### src/rtl/scmd_pkg.sv
package scmd_pkg;

    localparam int ADDR_W  = 13;
    localparam int OP_W    = 4;
    localparam int STAT_W  = 4;
    localparam int GRAN_W  = 4;
    localparam int CNT_W   = $clog2(ADDR_W + 1);

    localparam logic [ADDR_W-1:0] START_RST = '0;
    localparam logic [ADDR_W-1:0] STOP_RST  = '1;

    typedef enum logic [OP_W-1:0] {
        OP_SET_START = 4'h5,
        OP_SET_STOP  = 4'h6,
        OP_READ_CNT  = 4'h7,
        OP_READ_STAT = 4'h8
    } op_e;

    typedef enum logic [1:0] {
        PH_OPCODE,
        PH_OPERAND,
        PH_DRAIN
    } phase_e;

    typedef struct packed {
        logic busy;
        logic paused;
        logic core;
        logic full;
    } status_t;

    typedef struct packed {
        logic              op_valid;
        logic [OP_W-1:0]   op;
        logic              wr_valid;
        logic              wr_is_stop;
        logic [ADDR_W-1:0] wr_data;
    } rx_evt_t;

    typedef struct packed {
        logic              load;
        logic [ADDR_W-1:0] data;
        logic [CNT_W-1:0]  len;
    } tx_req_t;

    function automatic logic [ADDR_W-1:0] align_start(input logic [ADDR_W-1:0] a);
        logic [ADDR_W-1:0] mask;
        mask = '1;
        mask = mask << GRAN_W;
        return a & mask;
    endfunction

    function automatic logic is_write_op(input logic [OP_W-1:0] op);
        return (op == OP_SET_START) || (op == OP_SET_STOP);
    endfunction

endpackage

### src/rtl/scmd_sync.sv
module scmd_sync #(
    parameter int STAGES = 2
) (
    input  logic clk,
    input  logic rst,
    input  logic sck_a,
    input  logic sdi_a,
    input  logic sel_n_a,
    output logic sck_rise,
    output logic sck_fall,
    output logic sdi_s,
    output logic active
);
    logic [STAGES-1:0] sck_q;
    logic [STAGES-1:0] sdi_q;
    logic [STAGES-1:0] sel_q;
    logic              sck_d;

    always_ff @(posedge clk) begin
        if (rst) begin
            sck_q <= '0;
            sdi_q <= '0;
            sel_q <= '1;
            sck_d <= 1'b0;
        end else begin
            sck_q <= {sck_q[STAGES-2:0], sck_a};
            sdi_q <= {sdi_q[STAGES-2:0], sdi_a};
            sel_q <= {sel_q[STAGES-2:0], sel_n_a};
            sck_d <= sck_q[STAGES-1];
        end
    end

    assign sck_rise = sck_q[STAGES-1] & ~sck_d;
    assign sck_fall = ~sck_q[STAGES-1] & sck_d;
    assign sdi_s    = sdi_q[STAGES-1];
    assign active   = ~sel_q[STAGES-1];

endmodule

### src/rtl/scmd_rx.sv
module scmd_rx
    import scmd_pkg::*;
(
    input  logic    clk,
    input  logic    rst,
    input  logic    active,
    input  logic    rise,
    input  logic    sdi,
    output rx_evt_t evt
);
    phase_e            phase;
    logic [CNT_W-1:0]  bit_cnt;
    logic [ADDR_W-1:0] shreg;
    logic [ADDR_W-1:0] shreg_nxt;
    logic              tgt_stop;

    assign shreg_nxt = {shreg[ADDR_W-2:0], sdi};

    always_ff @(posedge clk) begin
        if (rst || !active) begin
            phase    <= PH_OPCODE;
            bit_cnt  <= '0;
            shreg    <= '0;
            tgt_stop <= 1'b0;
            evt      <= '0;
        end else begin
            evt.op_valid <= 1'b0;
            evt.wr_valid <= 1'b0;
            if (rise) begin
                case (phase)
                    PH_OPCODE: begin
                        shreg <= shreg_nxt;
                        if (bit_cnt == CNT_W'(OP_W - 1)) begin
                            evt.op_valid <= 1'b1;
                            evt.op       <= shreg_nxt[OP_W-1:0];
                            bit_cnt      <= '0;
                            tgt_stop     <= (shreg_nxt[OP_W-1:0] == OP_SET_STOP);
                            phase        <= is_write_op(shreg_nxt[OP_W-1:0]) ? PH_OPERAND : PH_DRAIN;
                        end else begin
                            bit_cnt <= bit_cnt + 1'b1;
                        end
                    end
                    PH_OPERAND: begin
                        shreg <= shreg_nxt;
                        if (bit_cnt == CNT_W'(ADDR_W - 1)) begin
                            evt.wr_valid   <= 1'b1;
                            evt.wr_is_stop <= tgt_stop;
                            evt.wr_data    <= shreg_nxt;
                            phase          <= PH_DRAIN;
                        end else begin
                            bit_cnt <= bit_cnt + 1'b1;
                        end
                    end
                    default: ;
                endcase
            end
        end
    end

    assert_one_event_R8: assert property (@(posedge clk) disable iff (rst)
        !(evt.op_valid && evt.wr_valid));

endmodule

### src/rtl/scmd_regs.sv
module scmd_regs
    import scmd_pkg::*;
(
    input  logic              clk,
    input  logic              rst,
    input  rx_evt_t           evt,
    input  logic [ADDR_W-1:0] addr_cnt,
    input  status_t           status,
    output logic [ADDR_W-1:0] start_q,
    output logic [ADDR_W-1:0] stop_q,
    output tx_req_t           req
);
    logic [ADDR_W-1:0] last_wr;
    logic              ovr;
    logic [ADDR_W-1:0] stored;

    assign stored = evt.wr_is_stop ? evt.wr_data : align_start(evt.wr_data);

    always_ff @(posedge clk) begin
        if (rst) begin
            start_q <= START_RST;
            stop_q  <= STOP_RST;
            last_wr <= '0;
            ovr     <= 1'b0;
        end else if (evt.wr_valid) begin
            if (evt.wr_is_stop) stop_q <= stored;
            else                start_q <= stored;
            last_wr <= stored;
            ovr     <= 1'b1;
        end else if (evt.op_valid && evt.op != OP_READ_CNT) begin
            ovr <= 1'b0;
        end
    end

    always_comb begin
        req = '0;
        if (evt.op_valid) begin
            case (evt.op)
                OP_READ_CNT: begin
                    req.load = 1'b1;
                    req.data = ovr ? last_wr : addr_cnt;
                    req.len  = CNT_W'(ADDR_W);
                end
                OP_READ_STAT: begin
                    req.load = 1'b1;
                    req.data = {status, {(ADDR_W-STAT_W){1'b0}}};
                    req.len  = CNT_W'(STAT_W);
                end
                default: ;
            endcase
        end
    end

    assert_stop_load_R1: assert property (@(posedge clk) disable iff (rst)
        (evt.wr_valid && evt.wr_is_stop) |=> stop_q == $past(evt.wr_data));

    assert_start_align_R2: assert property (@(posedge clk) disable iff (rst)
        (evt.wr_valid && !evt.wr_is_stop) |=>
            (start_q[GRAN_W-1:0] == '0) && (start_q[ADDR_W-1:GRAN_W] == $past(evt.wr_data[ADDR_W-1:GRAN_W])));

    assert_reset_vals_R3: assert property (@(posedge clk)
        rst |=> (start_q == START_RST) && (stop_q == STOP_RST));

    assert_hold_R4: assert property (@(posedge clk) disable iff (rst)
        !evt.wr_valid |=> $stable(start_q) && $stable(stop_q));

endmodule

### src/rtl/scmd_tx.sv
module scmd_tx
    import scmd_pkg::*;
(
    input  logic    clk,
    input  logic    rst,
    input  logic    active,
    input  logic    fall,
    input  tx_req_t req,
    output logic    sdo
);
    logic [ADDR_W-1:0] shreg;
    logic [CNT_W-1:0]  left;

    always_ff @(posedge clk) begin
        if (rst || !active) begin
            shreg <= '0;
            left  <= '0;
            sdo   <= 1'b0;
        end else if (req.load) begin
            shreg <= req.data;
            left  <= req.len;
        end else if (fall) begin
            if (left != '0) begin
                sdo   <= shreg[ADDR_W-1];
                shreg <= {shreg[ADDR_W-2:0], 1'b0};
                left  <= left - 1'b1;
            end else begin
                sdo <= 1'b0;
            end
        end
    end

    assert_edge_only_R9: assert property (@(posedge clk) disable iff (rst)
        (sdo != $past(sdo)) |-> $past(fall || !active));

    assert_idle_low_R8: assert property (@(posedge clk) disable iff (rst)
        !active |=> !sdo);

endmodule

### src/rtl/scmd_port.sv
module scmd_port
    import scmd_pkg::*;
#(
    parameter int SYNC_STAGES = 2
) (
    input  logic              clk,
    input  logic              rst,
    input  logic              sck_i,
    input  logic              sdi_i,
    input  logic              sel_n_i,
    output logic              sdo_o,
    input  logic [ADDR_W-1:0] addr_cnt_i,
    input  logic              stat_busy_i,
    input  logic              stat_paused_i,
    input  logic              stat_core_i,
    input  logic              stat_full_i,
    output logic [ADDR_W-1:0] start_addr_o,
    output logic [ADDR_W-1:0] stop_addr_o
);
    logic    sck_rise;
    logic    sck_fall;
    logic    sdi_s;
    logic    active;
    rx_evt_t evt;
    tx_req_t req;
    status_t status;

    assign status = '{busy: stat_busy_i, paused: stat_paused_i,
                      core: stat_core_i, full: stat_full_i};

    scmd_sync #(.STAGES(SYNC_STAGES)) u_sync (
        .clk      (clk),
        .rst      (rst),
        .sck_a    (sck_i),
        .sdi_a    (sdi_i),
        .sel_n_a  (sel_n_i),
        .sck_rise (sck_rise),
        .sck_fall (sck_fall),
        .sdi_s    (sdi_s),
        .active   (active)
    );

    scmd_rx u_rx (
        .clk    (clk),
        .rst    (rst),
        .active (active),
        .rise   (sck_rise),
        .sdi    (sdi_s),
        .evt    (evt)
    );

    scmd_regs u_regs (
        .clk      (clk),
        .rst      (rst),
        .evt      (evt),
        .addr_cnt (addr_cnt_i),
        .status   (status),
        .start_q  (start_addr_o),
        .stop_q   (stop_addr_o),
        .req      (req)
    );

    scmd_tx u_tx (
        .clk    (clk),
        .rst    (rst),
        .active (active),
        .fall   (sck_fall),
        .req    (req),
        .sdo    (sdo_o)
    );

endmodule

### config.mk
export PLATFORM = sky130hd
export DESIGN_NAME = scmd_port
export DESIGN_NICKNAME = d
export VERILOG_FILES = /design/src/rtl/scmd_pkg.sv /design/src/rtl/scmd_sync.sv /design/src/rtl/scmd_rx.sv /design/src/rtl/scmd_regs.sv /design/src/rtl/scmd_tx.sv /design/src/rtl/scmd_port.sv
export SDC_FILE = /design/constraint.sdc
export NUM_CORES = 1
export LEC_CHECK = 0
export BUFFER_PORTS_ARGS = -buffer_cell sky130_fd_sc_hd__buf_2
export CORE_UTILIZATION = 55
export CTS_BUF_LIST = sky130_fd_sc_hd__clkbuf_8
export CTS_CLUSTER_SIZE = 8
export DETAILED_ROUTE_END_ITERATION = 7
export GPL_ROUTABILITY_DRIVEN = 0
export PLACE_DENSITY = 0.76
export REMOVE_ABC_BUFFERS = 1
export SLEW_MARGIN = 30
export SYNTH_ARGS = -nofsm -noshare
export SYNTH_HDL_FRONTEND = slang
export SYNTH_SLANG_ARGS = --single-unit
### constraint.sdc
create_clock -name clk -period 1.9 [get_ports clk]
set_clock_uncertainty 0.1 [all_clocks]
set_input_delay 0.285 -clock clk [delete_from_list [all_inputs] [get_ports clk]]
set_output_delay 0.285 -clock clk [all_outputs]
set_load 0.02 [all_outputs]
==> results of run 1 <==
[cells in the mapped netlist, types with 2 or more instances]
cell	n
sky130_fd_sc_hd__a211o_1	13
sky130_fd_sc_hd__a211oi_1	2
sky130_fd_sc_hd__a21oi_1	28
sky130_fd_sc_hd__a221oi_1	5
sky130_fd_sc_hd__a22o_1	4
sky130_fd_sc_hd__a311oi_1	4
sky130_fd_sc_hd__a31oi_1	2
sky130_fd_sc_hd__and2_1	5
sky130_fd_sc_hd__and3_1	13
sky130_fd_sc_hd__and4b_1	2
sky130_fd_sc_hd__buf_1	2
sky130_fd_sc_hd__buf_2	6
sky130_fd_sc_hd__buf_6	4
sky130_fd_sc_hd__clkbuf_1	16
sky130_fd_sc_hd__dfxtp_1	104
sky130_fd_sc_hd__ha_1	3
sky130_fd_sc_hd__inv_1	8
sky130_fd_sc_hd__mux2_2	4
sky130_fd_sc_hd__mux2i_1	33
sky130_fd_sc_hd__nand2_1	50
sky130_fd_sc_hd__nand2b_1	2
sky130_fd_sc_hd__nand3_1	2
sky130_fd_sc_hd__nor2_1	38
sky130_fd_sc_hd__nor2b_1	4
sky130_fd_sc_hd__nor3_1	11
sky130_fd_sc_hd__nor3b_2	2
sky130_fd_sc_hd__o21a_1	2
sky130_fd_sc_hd__o21ai_0	6
sky130_fd_sc_hd__o21ai_1	4
sky130_fd_sc_hd__o21ai_2	2
sky130_fd_sc_hd__o22ai_1	9
sky130_fd_sc_hd__o311a_1	8
sky130_fd_sc_hd__or2_2	3
sky130_fd_sc_hd__xnor2_1	3
[sequential cells by signal (all words and copies together) (netlist names), 2 cells and up]
signal          cells
u_regs.last_wr     13
u_rx.phase          2
u_rx.evt           20
u_sync.sdi_q        2
u_tx.left           4
u_rx.bit_cnt        4
u_sync.sel_q        2
u_regs.start_q     13
u_regs.stop_q      13
u_tx.shreg         13
u_sync.sck_q        2
u_rx.shreg         12
[metal layers]
layer / part of all wire (%) / track usage (%) / vias up
li1: - / - / 1606
met1: 44 / 30.9 / 1561
met4: 0.76 / 7.04 / 0
met2: 50 / 40.0 / 93
met5: 0 / 0 / -
met3: 5.3 / 5.04 / 7
[area by class of cell]
cell class	count	area (sq um)	area share (%)
clock buffer	9	124	2.61
clock inverter	7	90.1	1.90
inverter	8	30.0	0.633
multi-input combinational	282	1880	39.6
sequential	104	2080	43.9
tap	99	124	2.61
timing repair buffer	69	413	8.71
[kinds of logic after synthesis]
kind of cell	count (synthesis)	synth area share, %
DFF	104	50.2
adders and majority gates	3	0.906
AOI/OAI and AO/OA	93	15.7
buffers and inverters	38	4.68
xor gates and xnor gates	4	0.845
muxes	37	9.06
and+or+nand+nor	145	18.6
[metrics by stage]
stage / TNS [ps] / util (%) / total power, uW / instances / hold WS, ps
after global placement: 0 / 62.2 / 2330 / 561 / 293
after global routing: 0 / 65.4 / 3880 / 578 / 29.3
after floorplan: -471 / - / 2270 / 394 / 252
after detailed placement: 0 / 62.2 / 2330 / 561 / 297
after CTS: 0 / 65.2 / 3780 / 578 / 20.7
final: 0 / 65.4 / 3760 / 578 / 29.1
[layout by cell type, fill, tap and decap left out, types with 9 or more instances in the layout]
| master | Yosys | routed |
|---|---|---|
| sky130_fd_sc_hd__nand2_1 | 50 | 49 |
| sky130_fd_sc_hd__a21oi_1 | 28 | 28 |
| sky130_fd_sc_hd__and3_1 | 13 | 13 |
| sky130_fd_sc_hd__buf_2 | 6 | 48 |
| sky130_fd_sc_hd__dfxtp_1 | 104 | 104 |
| sky130_fd_sc_hd__nor3_1 | 11 | 11 |
| sky130_fd_sc_hd__nor2_1 | 38 | 38 |
| sky130_fd_sc_hd__mux2i_1 | 33 | 33 |
| sky130_fd_sc_hd__a211o_1 | 13 | 13 |
| sky130_fd_sc_hd__buf_4 | 1 | 19 |
| sky130_fd_sc_hd__o22ai_1 | 9 | 9 |
| sky130_fd_sc_hd__clkbuf_8 | 1 | 9 |
[what timing repair did]
| action | in CTS | in global routing |
|---|---|---|
| gates resized for setup | 0 | 2 |
| endpoints found under the setup margin | 0 | 1 |
| endpoints found under the hold margin | 1 | 0 |
| hold buffers | 1 | 0 |
| setup buffers | 0 | 0 |
[how the worst max path moves through the flow]
stage	startpoint	end	slack [ps]	cells past startpoint
after floorplan	u_rx.bit_cnt[0]$_SDFFE_PP0P_	u_rx.evt[0]$_SDFFE_PP0P_	-30	6
after global placement	u_rx.bit_cnt[1]$_SDFFE_PP0P_	u_rx.evt[17]$_SDFFE_PP0P_	180	5
after detailed placement	u_rx.bit_cnt[1]$_SDFFE_PP0P_	u_rx.evt[17]$_SDFFE_PP0P_	130	5
after CTS	u_rx.bit_cnt[1]$_SDFFE_PP0P_	u_rx.evt[17]$_SDFFE_PP0P_	90	5
after global routing	u_rx.bit_cnt[1]$_SDFFE_PP0P_	u_rx.evt[17]$_SDFFE_PP0P_	10	5
final	u_rx.bit_cnt[1]$_SDFFE_PP0P_	u_rx.evt[17]$_SDFFE_PP0P_	90	5
[power by group through the flow]
stage	clock, uW	sequential [uW]	combinational (uW)
floorplan	0	2240	36.5
global placement	0	2240	89.7
detailed placement	0	2240	91.4
CTS	1500	2190	93.6
global route	1580	2190	102
finish	1480	2190	92.2
==> metrics list, run 1 <==
- Status: finished clean
- Summing all non-filler instances in the final layout gives an area of 4740 sq um.
* Library cells used by synthesis: 54
* Number of cells on the worst reg-to-reg path: 5
- Internal cell power: 2870 uW
- Mapped cell area: 4150 sq um
- Fraction of power consumed by the clock network: 39.3%
- Share of synthesized area occupied by flip-flops and latches: 50.2%
- Initial antenna violation count: 0
- Dividing the detail-routed via count by the number of cells gives 5.65.
- Placeable core area: 7250 sq um
* Overall die height: 88.8 um
- Final critical delay including setup and external delays: 1810 ps
* Number of DRC violations after detailed routing: 0
- The via count of the first global-routing pass is 3053.
* H-Tree Level Count: 3
* Endpoint of the worst-slack reg-to-reg timing path: u_rx.evt[17]$_SDFFE_PP0P_
* Buf/Inv on CP: 0
* # diodes: 0
- Cell area after placement: 4510 sq um
* Count of state elements after synthesis: 104
* Switching power: 884 uW
- Global routing used 23.8% of the available tracks.
- Overall overflow remaining after global route: 0
- Prior to clock tree synthesis, the placed netlist has a worst setup slack of 129 ps.
- The first global-routing pass estimated 14300 um of wire.
* WHS Endpoint: u_sync.sdi_q[0]$_SDFF_PP0_
- In this run the core area contains 31 standard-cell rows.
- Endpoints failing hold: 0
- In this run the worst path has a maximum fanout of 5.
* Top Family by Delay on Critical Path: simple AND/OR/NAND/NOR gates
* Number of cells on the worst hold path: 2
- Element type at the critical path end: flop
- Delay of the slowest critical-path stage: 520 ps
* CTS tree: done
- Setup violations remaining at the end of the flow were counted as 0.
* Maximum resistive drop on vdd: 0.491 mV
- Power spread over the standard cell area amounts to 792 nW/um^2.
* RSZ-0062 raised after global routing: no
- Detailed-routing iteration count for the pre-antenna-repair pass: 5
- Dividing the synthesized area by the synthesized cell count gives 9.78 sq um.
* CP Cell Sequence: ha_1 > or4b_4 > nor2_1 > nor2_1 > a22o_1
- The final max-slew violation count came to 0.
- Instance count of the mapped netlist: 424
- Most repeated library cell on the critical path: sky130_fd_sc_hd__nor2_1
- Signal arrival time at the worst endpoint: 1970 ps
* Final worst setup slack: 89.5 ps
* Share of the cycle needed by the critical path after routing: 95.3%
- Clock Sinks: 104
- The worst pin sits at a relative slew slack of 67.2%.
* Clock slew at the register clock pins of the worst setup and hold paths: 110 ps
- Of the total power, registers draw 58.3%.
- CP Data Required Time: 2060 ps
* Post-detailed-placement half-perimeter wirelength: 6170 um
* Total of buffers placed on input and output ports: 48
- The cell sitting at the root of the clock tree is a sky130_fd_sc_hd__clkbuf_8.
- Top cell type by total area after synthesis: sky130_fd_sc_hd__dfxtp_1
* Worst Max-Slew Pin Slew: 490 ps
- Number of buffers created by CTS: 9
- Number of enable flip-flop cells after synthesis: 0
- Upper clock frequency limit: 552 MHz
- Of the total power, combinational logic draws 2.5%.
* Area growth from synthesis to final layout: 14.4%
- Worst min path class: input pin to flop
* Share of cells above drive strength 1: 21.7%
- Number of inserted filler cells in the final layout: 612
- In this run the horizontal extent of the chip is 88.8 um.
* Worst hold path startpoint: sdi_i
- The longest clock path from root to sink contains 2 buffers.
* Maximum number of pins on one net before global-route repair: 44
* Predominant post-synthesis flop cell: sky130_fd_sc_hd__dfxtp_1
* Final wirelength: 8770 um
- The worst setup path is launched from a flop.
* Iteration-0 DRC Markers: 245
- The slowest stage of the critical path is the sky130_fd_sc_hd__or4b_4 cell.
- Clock latency of the later-clocked register in the worst-skew pair: 380 ps
- Async S/R FF share, synth: 0%
- For this design the static power due to leakage is 0.00178 uW.
- Count of pins on the block boundary: 49
* Initial core utilization: 57.2%
* Post-DR wirelength/cell: 15.2 um
- By area the synthesized netlist is led by sky130_fd_sc_hd__dfxtp_1, sky130_fd_sc_hd__mux2i_1, sky130_fd_sc_hd__nand2_1, sky130_fd_sc_hd__nor2_1, sky130_fd_sc_hd__a21oi_1.
- In this run the biggest area consumer among cell types represents 50.2% of the synthesized area.
- The worst register-to-register path begins at u_rx.bit_cnt[1]$_SDFFE_PP0P_.
* Full die area: 7890 sq um
- # Max-Cap Violations: 0
* Yosys synthesis warning count: 0
- Setup slack on the worst reg-to-reg path comes out at 90 ps.
* ANT nets after route: 0
- Net switching share of the total power: 23.5%
* Type of the worst setup path: flop to flop
- Via count: 3267
- After the last flow step, the layout net total stands at 499.
Power figures use the tool's default switching activity.
==> run 2: changes to the inputs <==
- SYNTH_HIERARCHICAL: default -> 1
==> run 2 against run 1 <==
Against the previous run:
- fmax fell by 0.40%
- hold slack worse by 1.9 ps
- clock-buffer cell count stayed put
- combinational power grew 4.2%
- power about the same
- global-route usage up 0.10 points
- via count rose by 6.9%
- register-to-register slack hardly changed
- flip-flop and latch count is the same
- utilization increased by 0.19 points
- synthesized cell count grew 15%
- largest power group unchanged
==> metrics list, run 2 <==
- The final max-slew violation count was 0.
- Area growth from synthesis to final layout: 13.4%
* Yosys synthesis warning count: 6
- STA classifies the critical path endpoint as a flop.
- Input and output buffers added on the ports amount to 48.
- Most used standard cell by instance count after synthesis: sky130_fd_sc_hd__dfxtp_1
- RSZ-0062 raised after global routing: no
* ANT nets after route: 0
* Setup-failing EPs final: 0
* GR met1 Demand/Resource: 32.6%
* Via count of the first global-routing pass: 3314
- Global-route wire length before repair: 15800 um
* Worst-path fanout max: 4
- Number of buffers created by CTS: 9
- Share of cells above drive strength 1: 18.4%
- Global routing consumed, over all layers together, 23.9% of the routing resources.
- The min-delay analysis places its worst path in the category input pin to flop.
- Fraction of power consumed by combinational cells: 2.6%
- Endpoints failing hold: 0
- Clock slew at the register clock pins of the worst setup and hold paths: 110 ps
- Initial antenna violation count: 0
- Summing over every cut layer, the via total after detailed routing is 3491.
- The analysis attributes to cell leakage a power of 0.00169 uW.
- Design area: 4830 sq um
- Clock latency of the later-clocked register in the worst-skew pair: 370 ps
- Width of the die: 90.0 um
- Yosys attributes the largest share of cell area to sky130_fd_sc_hd__dfxtp_1, sky130_fd_sc_hd__nand2_1, sky130_fd_sc_hd__mux2i_1, sky130_fd_sc_hd__a21oi_1, sky130_fd_sc_hd__o21ai_0.
- 49 I/O pins were placed.
- The synthesized design devotes to its leading area cell type 48.8% of total area.
- In this run, synthesis inferred 0 flip-flops with an integrated enable.
- Std-Cell Rows: 31
- Before CTS, the worst setup slack after placement is -1.01 ps.
- The tool flagged a number of max-cap violations equal to 0.
- Library cells used by synthesis: 47
- Power Total: 3760 uW
- Largest buffer count on any clock path: 2
- # diodes: 0
- Setup slack on the critical path of the routed design comes to 82.2 ps.
* Top cell type by total area after synthesis: sky130_fd_sc_hd__dfxtp_1
- The worst setup path is launched from a flop.
- The commonest cells after synthesis are sky130_fd_sc_hd__dfxtp_1, sky130_fd_sc_hd__nand2_1, sky130_fd_sc_hd__a21oi_1.
* Worst Max-Slew Pin Slew: 520 ps
* Mean instance size in the synthesized netlist: 8.72 sq um
* Maximum resistive drop on vdd: 0.594 mV
* Clock root buffer: sky130_fd_sc_hd__clkbuf_8
- The critical path is of the flop to flop type.
* Status: finished clean
* Fraction of power consumed by the clock network: 39.2%
* Internal cell power: 2870 uW
- Overall overflow remaining after global route: 0
* Mapped cell area: 4260 sq um
- Most frequent cells in the layout: sky130_fd_sc_hd__dfxtp_1, sky130_fd_sc_hd__nand2_1, sky130_fd_sc_hd__buf_2, sky130_fd_sc_hd__a21oi_1, sky130_fd_sc_hd__nor2_1
* Number of flip-flops under the largest register name: 20
* CP Data Required Time: 2100 ps
- After detailed routing, the average wire length per cell comes to 14.6 um.
- Switching power: 882 uW
- Final wirelength: 9270 um
* Share of the cycle needed by the critical path after routing: 95.7%
- Areal power density over the cells: 777 nW/um^2
* Maximum number of pins on one net before global-route repair: 45
- Sequential cells were found to cover 48.8% of the synthesized design area.
* Met3 global-route usage: 5.67%
* Number of DRC violations after detailed routing: 0
- For this run, the top clock speed supported by timing is 550 MHz.
- Final critical delay including setup and external delays: 1820 ps
- Count of state elements after synthesis: 104
- The H-tree generated during clock tree synthesis spans 3 levels.
* Async S/R FF share, synth: 0%
* Met2 track demand over resource: 38.2%
* Worst hold slack: 27.2 ps
* Max_slew headroom: 65.3%
- Predominant post-synthesis flop cell: sky130_fd_sc_hd__dfxtp_1
- The detailed router finished its first iteration with 230 violations.
- R2r setup slk: 80 ps
* Portion of total power attributed to sequential cells: 58.3%
* Signal arrival time at the worst endpoint: 2020 ps
* CTS tree: done
* Most common cell after layout, fill and taps aside: sky130_fd_sc_hd__dfxtp_1
- Net switching is 23.5% of the power.
- The floorplan step set the die height to 90.0 um.
* Full die area: 8110 sq um
- Counting every sink on the clock net gives 104.
* Register containing the most flip-flops in the final layout: u_rx/evt
* Number of nets in the layout: 554
* Vias per std cell: 5.52
- The global routing stage identified its most utilized layer as met2.
- Detailed-routing iteration count for the pre-antenna-repair pass: 4
* Placeable core area: 7370 sq um
- Initial core utilization: 57.8%
* Post-detailed-placement half-perimeter wirelength: 6310 um
- Instance count of the mapped netlist: 489
- The placed instances occupy a cell area of 4560 sq um.
run 2: timing repair:
action / CTS / global route
resized for setup: 2 / 4
setup buffers: 0 / 1
cloned: 0 / 0
endpoints found under the setup margin: 3 / 9
hold endpoints to repair: 1 / 0
hold buffers: 1 / 0
run 2: path summary, 6_finish.rpt:
kind                                                   start                         end  cells after the start
worst max-delay path            u_rx/bit_cnt[0]$_SDFFE_PP0P_  u_rx/phase[0]$_SDFFE_PP0P_                      5
worst min-delay path                                   sdi_i  u_sync/sdi_q[0]$_SDFF_PP0_                      2
worst max register to register  u_rx/bit_cnt[0]$_SDFFE_PP0P_  u_rx/phase[0]$_SDFFE_PP0P_                      5
worst min register to register    u_sync/sel_q[0]$_SDFF_PP1_  u_sync/sel_q[1]$_SDFF_PP1_                      1
run 2: layout make-up:
cell class                      count  area, sq um
Clock buffer                        9          124
Inverter                           11         41.3
Sequential cell                   104         2080
Timing Repair Buffer               67          410
Tap cell                           99          124
Multi-Input combinational cell    336         1950
Fill cell                         635         2540
Clock inverter                      7          100
run 2: metrics by stage:
stage | utilization, % | setup TNS [ps] | instances
CTS | 65.2 | 0 | 632
detailed placement | 61.9 | -1.01 | 615
floorplan | - | -1680 | 451
global route | 65.6 | 0 | 633
global placement | 61.9 | 0 | 615
finish | 65.6 | 0 | 633
run 2: logic make-up after synthesis:
family / Yosys count / share of synthesized area (%)
compound gates: 113 / 15.5
xor+xnor: 2 / 0.411
fa+ha+maj: 3 / 0.881
buf+inv: 49 / 5.87
flops: 104 / 48.8
mux: 28 / 6.57
other cells: 1 / 0.0880
simple gates: 189 / 21.8
run 2: routing by layer:
| layer | wire length (um) | vias up |
|---|---|---|
| li1 | - | 1753 |
| met2 | 4420 | 89 |
| met5 | 0 | - |
| met3 | 447 | 7 |
| met1 | 4340 | 1642 |
| met4 | 63 | 0 |
run 2: critical path: stages (launching register included):
cell and delay, ps:
sky130_fd_sc_hd__dfxtp_2 370, sky130_fd_sc_hd__ha_2 180, sky130_fd_sc_hd__or3b_4 390, sky130_fd_sc_hd__or3_4 410, sky130_fd_sc_hd__a21o_1 180, sky130_fd_sc_hd__a21oi_2 130
run 2: power groups by stage:
| stage | clock network (uW) | registers, uW | logic (uW) |
|---|---|---|---|
| 3_5_place_dp | 0 | 2240 | 94.2 |
| 2_1_floorplan | 0 | 2240 | 37.8 |
| 5_1_grt | 1590 | 2190 | 107 |
| 4_1_cts | 1510 | 2190 | 96.6 |
| 3_3_place_gp | 0 | 2240 | 92.6 |
| 6_report | 1470 | 2190 | 96.1 |
==> run 3: changes to the inputs <==
- SKIP_CTS_REPAIR_TIMING: default -> 1
- clock period: 1.9 -> 2 ns (I/O delays scaled with it)
==> run 3 against run 2 <==
Against the previous run:
- final cell count down 0.32%
- flip-flop and latch count unchanged
- via count up 0.20%
- clock power down 14%
- sequential share of layout area up 0.50 points
- non-clock buffer count down 2
==> metrics list, run 3 (synthesis gave the netlist of run 2 again) <==
* Via count of the first global-routing pass: 3215
* Clock latency of the later-clocked register in the worst-skew pair: 370 ps
- RSZ-0062 raised after global routing: no
- The first global-routing pass estimated 15300 um of wire.
* Static leakage: 0.00167 uW
- Detailed placement ended at an HPWL of 6140 um.
* H-Tree Level Count: 3
- Worst Max-Slew Pin Slew: 551 ps
- Worst-path fanout max: 4
* Initial antenna violation count: 0
- Number of flip-flops under the largest register name: 20
- CP Data Required Time: 2210 ps
- The multi-input combinational cells in the finished layout cover a total of 1930 sq um.
- 49 I/O pins were placed.
- Element type at the critical path end: flop
- The number of endpoints with negative hold slack in the final report is 0.
- The worst setup path is launched from a flop.
- Std-Cell Rows: 31
* Worst hold slack: 34.8 ps
- Leaving out fill and tap cells, the most frequent cell in the layout is sky130_fd_sc_hd__dfxtp_1.
- Number of inserted filler cells in the final layout: 644
- Initial core utilization: 57.8%
- Max_slew headroom: 63.2%
- After detailed routing, the average wire length per cell comes to 14.1 um.
- Via count: 3498
- The repair_antennas step left the layout with diodes totalling 0.
- The critical path is of the flop to flop type.
- Overall die height: 90.0 um
- The total area inside the core boundary comes to 7370 sq um.
- Overall overflow remaining after global route: 0
- The tree built by TritonCTS fans out to 104 sinks.
* Detailed-routing iteration count for the pre-antenna-repair pass: 5
* Post-Place Cells: 614
* Worst min path class: input pin to flop
- The finished layout holds 631 standard cells, fillers aside.
- For this design the ratio of total power to cell area is 720 nW/um^2.
- Max-cap violations in this run came to 0.
* Maximum number of pins on one net before global-route repair: 40
* Final critical delay including setup and external delays: 1920 ps
- The count of nets left with antenna violations once routing finished came out at 0.
- Area taken by flip-flops and latches: 2080 sq um
* Maximum resistive drop on vdd: 0.459 mV
- Gr usage total: 23.1%
* Final core utilization: 64.8%
* Final Max Tran Viols: 0
* Signal arrival time at the worst endpoint: 2130 ps
- Setup-failing EPs final: 0
- Status: finished clean
* Clock slew at the register clock pins of the worst setup and hold paths: 110 ps
* Clock root buffer: sky130_fd_sc_hd__clkbuf_8
- In the routed design, unresolved DRC markers number 0.
- The floorplan step set the die width to 90.0 um.
* Share of cells above drive strength 1: 17.1%
- Number of buffers created by CTS: 9
- The area growth from synthesis to layout is 12.0%.
* Setup_tns: 0 ps
- u_rx/evt holds more flip-flops than any other register.
* Total of buffers placed on input and output ports: 48
* Number of nets in the layout: 552
* Iteration-0 DRC Markers: 239
- After detailed routing, the number of vias per cell comes to 5.54.
- CTS tree: done
* Share of the cycle needed by the critical path after routing: 96.0%
- Largest buffer count on any clock path: 2
* Most frequent cells in the layout: sky130_fd_sc_hd__dfxtp_1, sky130_fd_sc_hd__nand2_1, sky130_fd_sc_hd__buf_2, sky130_fd_sc_hd__a21oi_1, sky130_fd_sc_hd__nor2_1
- After detailed routing, the total wire length is 8870 um.
* Full die area: 8110 sq um
- Derived from the worst setup path, the maximum achievable clock frequency is 521 MHz.
-- run 3: changes by cell type in the layout (fill, tap and decap cells not counted), sizes merged --
cell	change
bufinv	-1
buf	-2
clkinv	+2
inv	+1
clkinvlp	-2
-- run 3: path summary, 6_finish.rpt --
| kind | startpoint | end | slack, ps | depth (start not counted) |
|---|---|---|---|---|
| hold reg to reg | u_sync/sel_q[0]$_SDFF_PP1_ | u_sync/sel_q[1]$_SDFF_PP1_ | 320 | 1 |
| hold / removal | sck_i | u_sync/sck_q[0]$_SDFF_PP0_ | 30 | 2 |
| setup reg to reg | u_rx/bit_cnt[1]$_SDFFE_PP0P_ | u_rx/phase[0]$_SDFFE_PP0P_ | 80 | 5 |
| setup / recovery | u_rx/bit_cnt[1]$_SDFFE_PP0P_ | u_rx/phase[0]$_SDFFE_PP0P_ | 80 | 5 |
-- run 3: where the power goes --
group | internal [uW] | switching [uW]
Combinational | 34.5 | 52.7
Clock | 491 | 779
Sequential | 2080 | 3.12
Total | 2600 | 835
-- run 3: cell type report --
class / count / share of cell area [%]
clock buffers: 9 / 2.60
clock inverters: 7 / 1.60
inverters: 11 / 0.865
multi-input cells: 336 / 40.4
flip-flops and latches: 104 / 43.6
well taps: 99 / 2.60
repair buffers: 65 / 8.28
-- run 3: routing by layer --
layer	track usage, %	share of wire (%)	up-vias
met2	37.0	46	78
met1	30.8	47	1657
met3	5.41	4.9	13
met4	7.39	1.4	0
li1	-	-	1750
met5	0	0	-
-- run 3: critical path: stages (launching register included) --
cell and delay (ps):
sky130_fd_sc_hd__dfxtp_1 390, sky130_fd_sc_hd__ha_1 190, sky130_fd_sc_hd__or3b_1 390, sky130_fd_sc_hd__or3_1 450, sky130_fd_sc_hd__a21o_1 200, sky130_fd_sc_hd__a21oi_2 120
-- run 3: through the flow --
step	area (sq um)	total power, uW	setup slack [ps]
final	4770	3440	81.0
after global routing	4770	3590	6.53
after CTS	4760	3470	86.0
after detailed placement	4560	2210	109
after global placement	4560	2210	175
after floorplan	4050	2160	-95.1
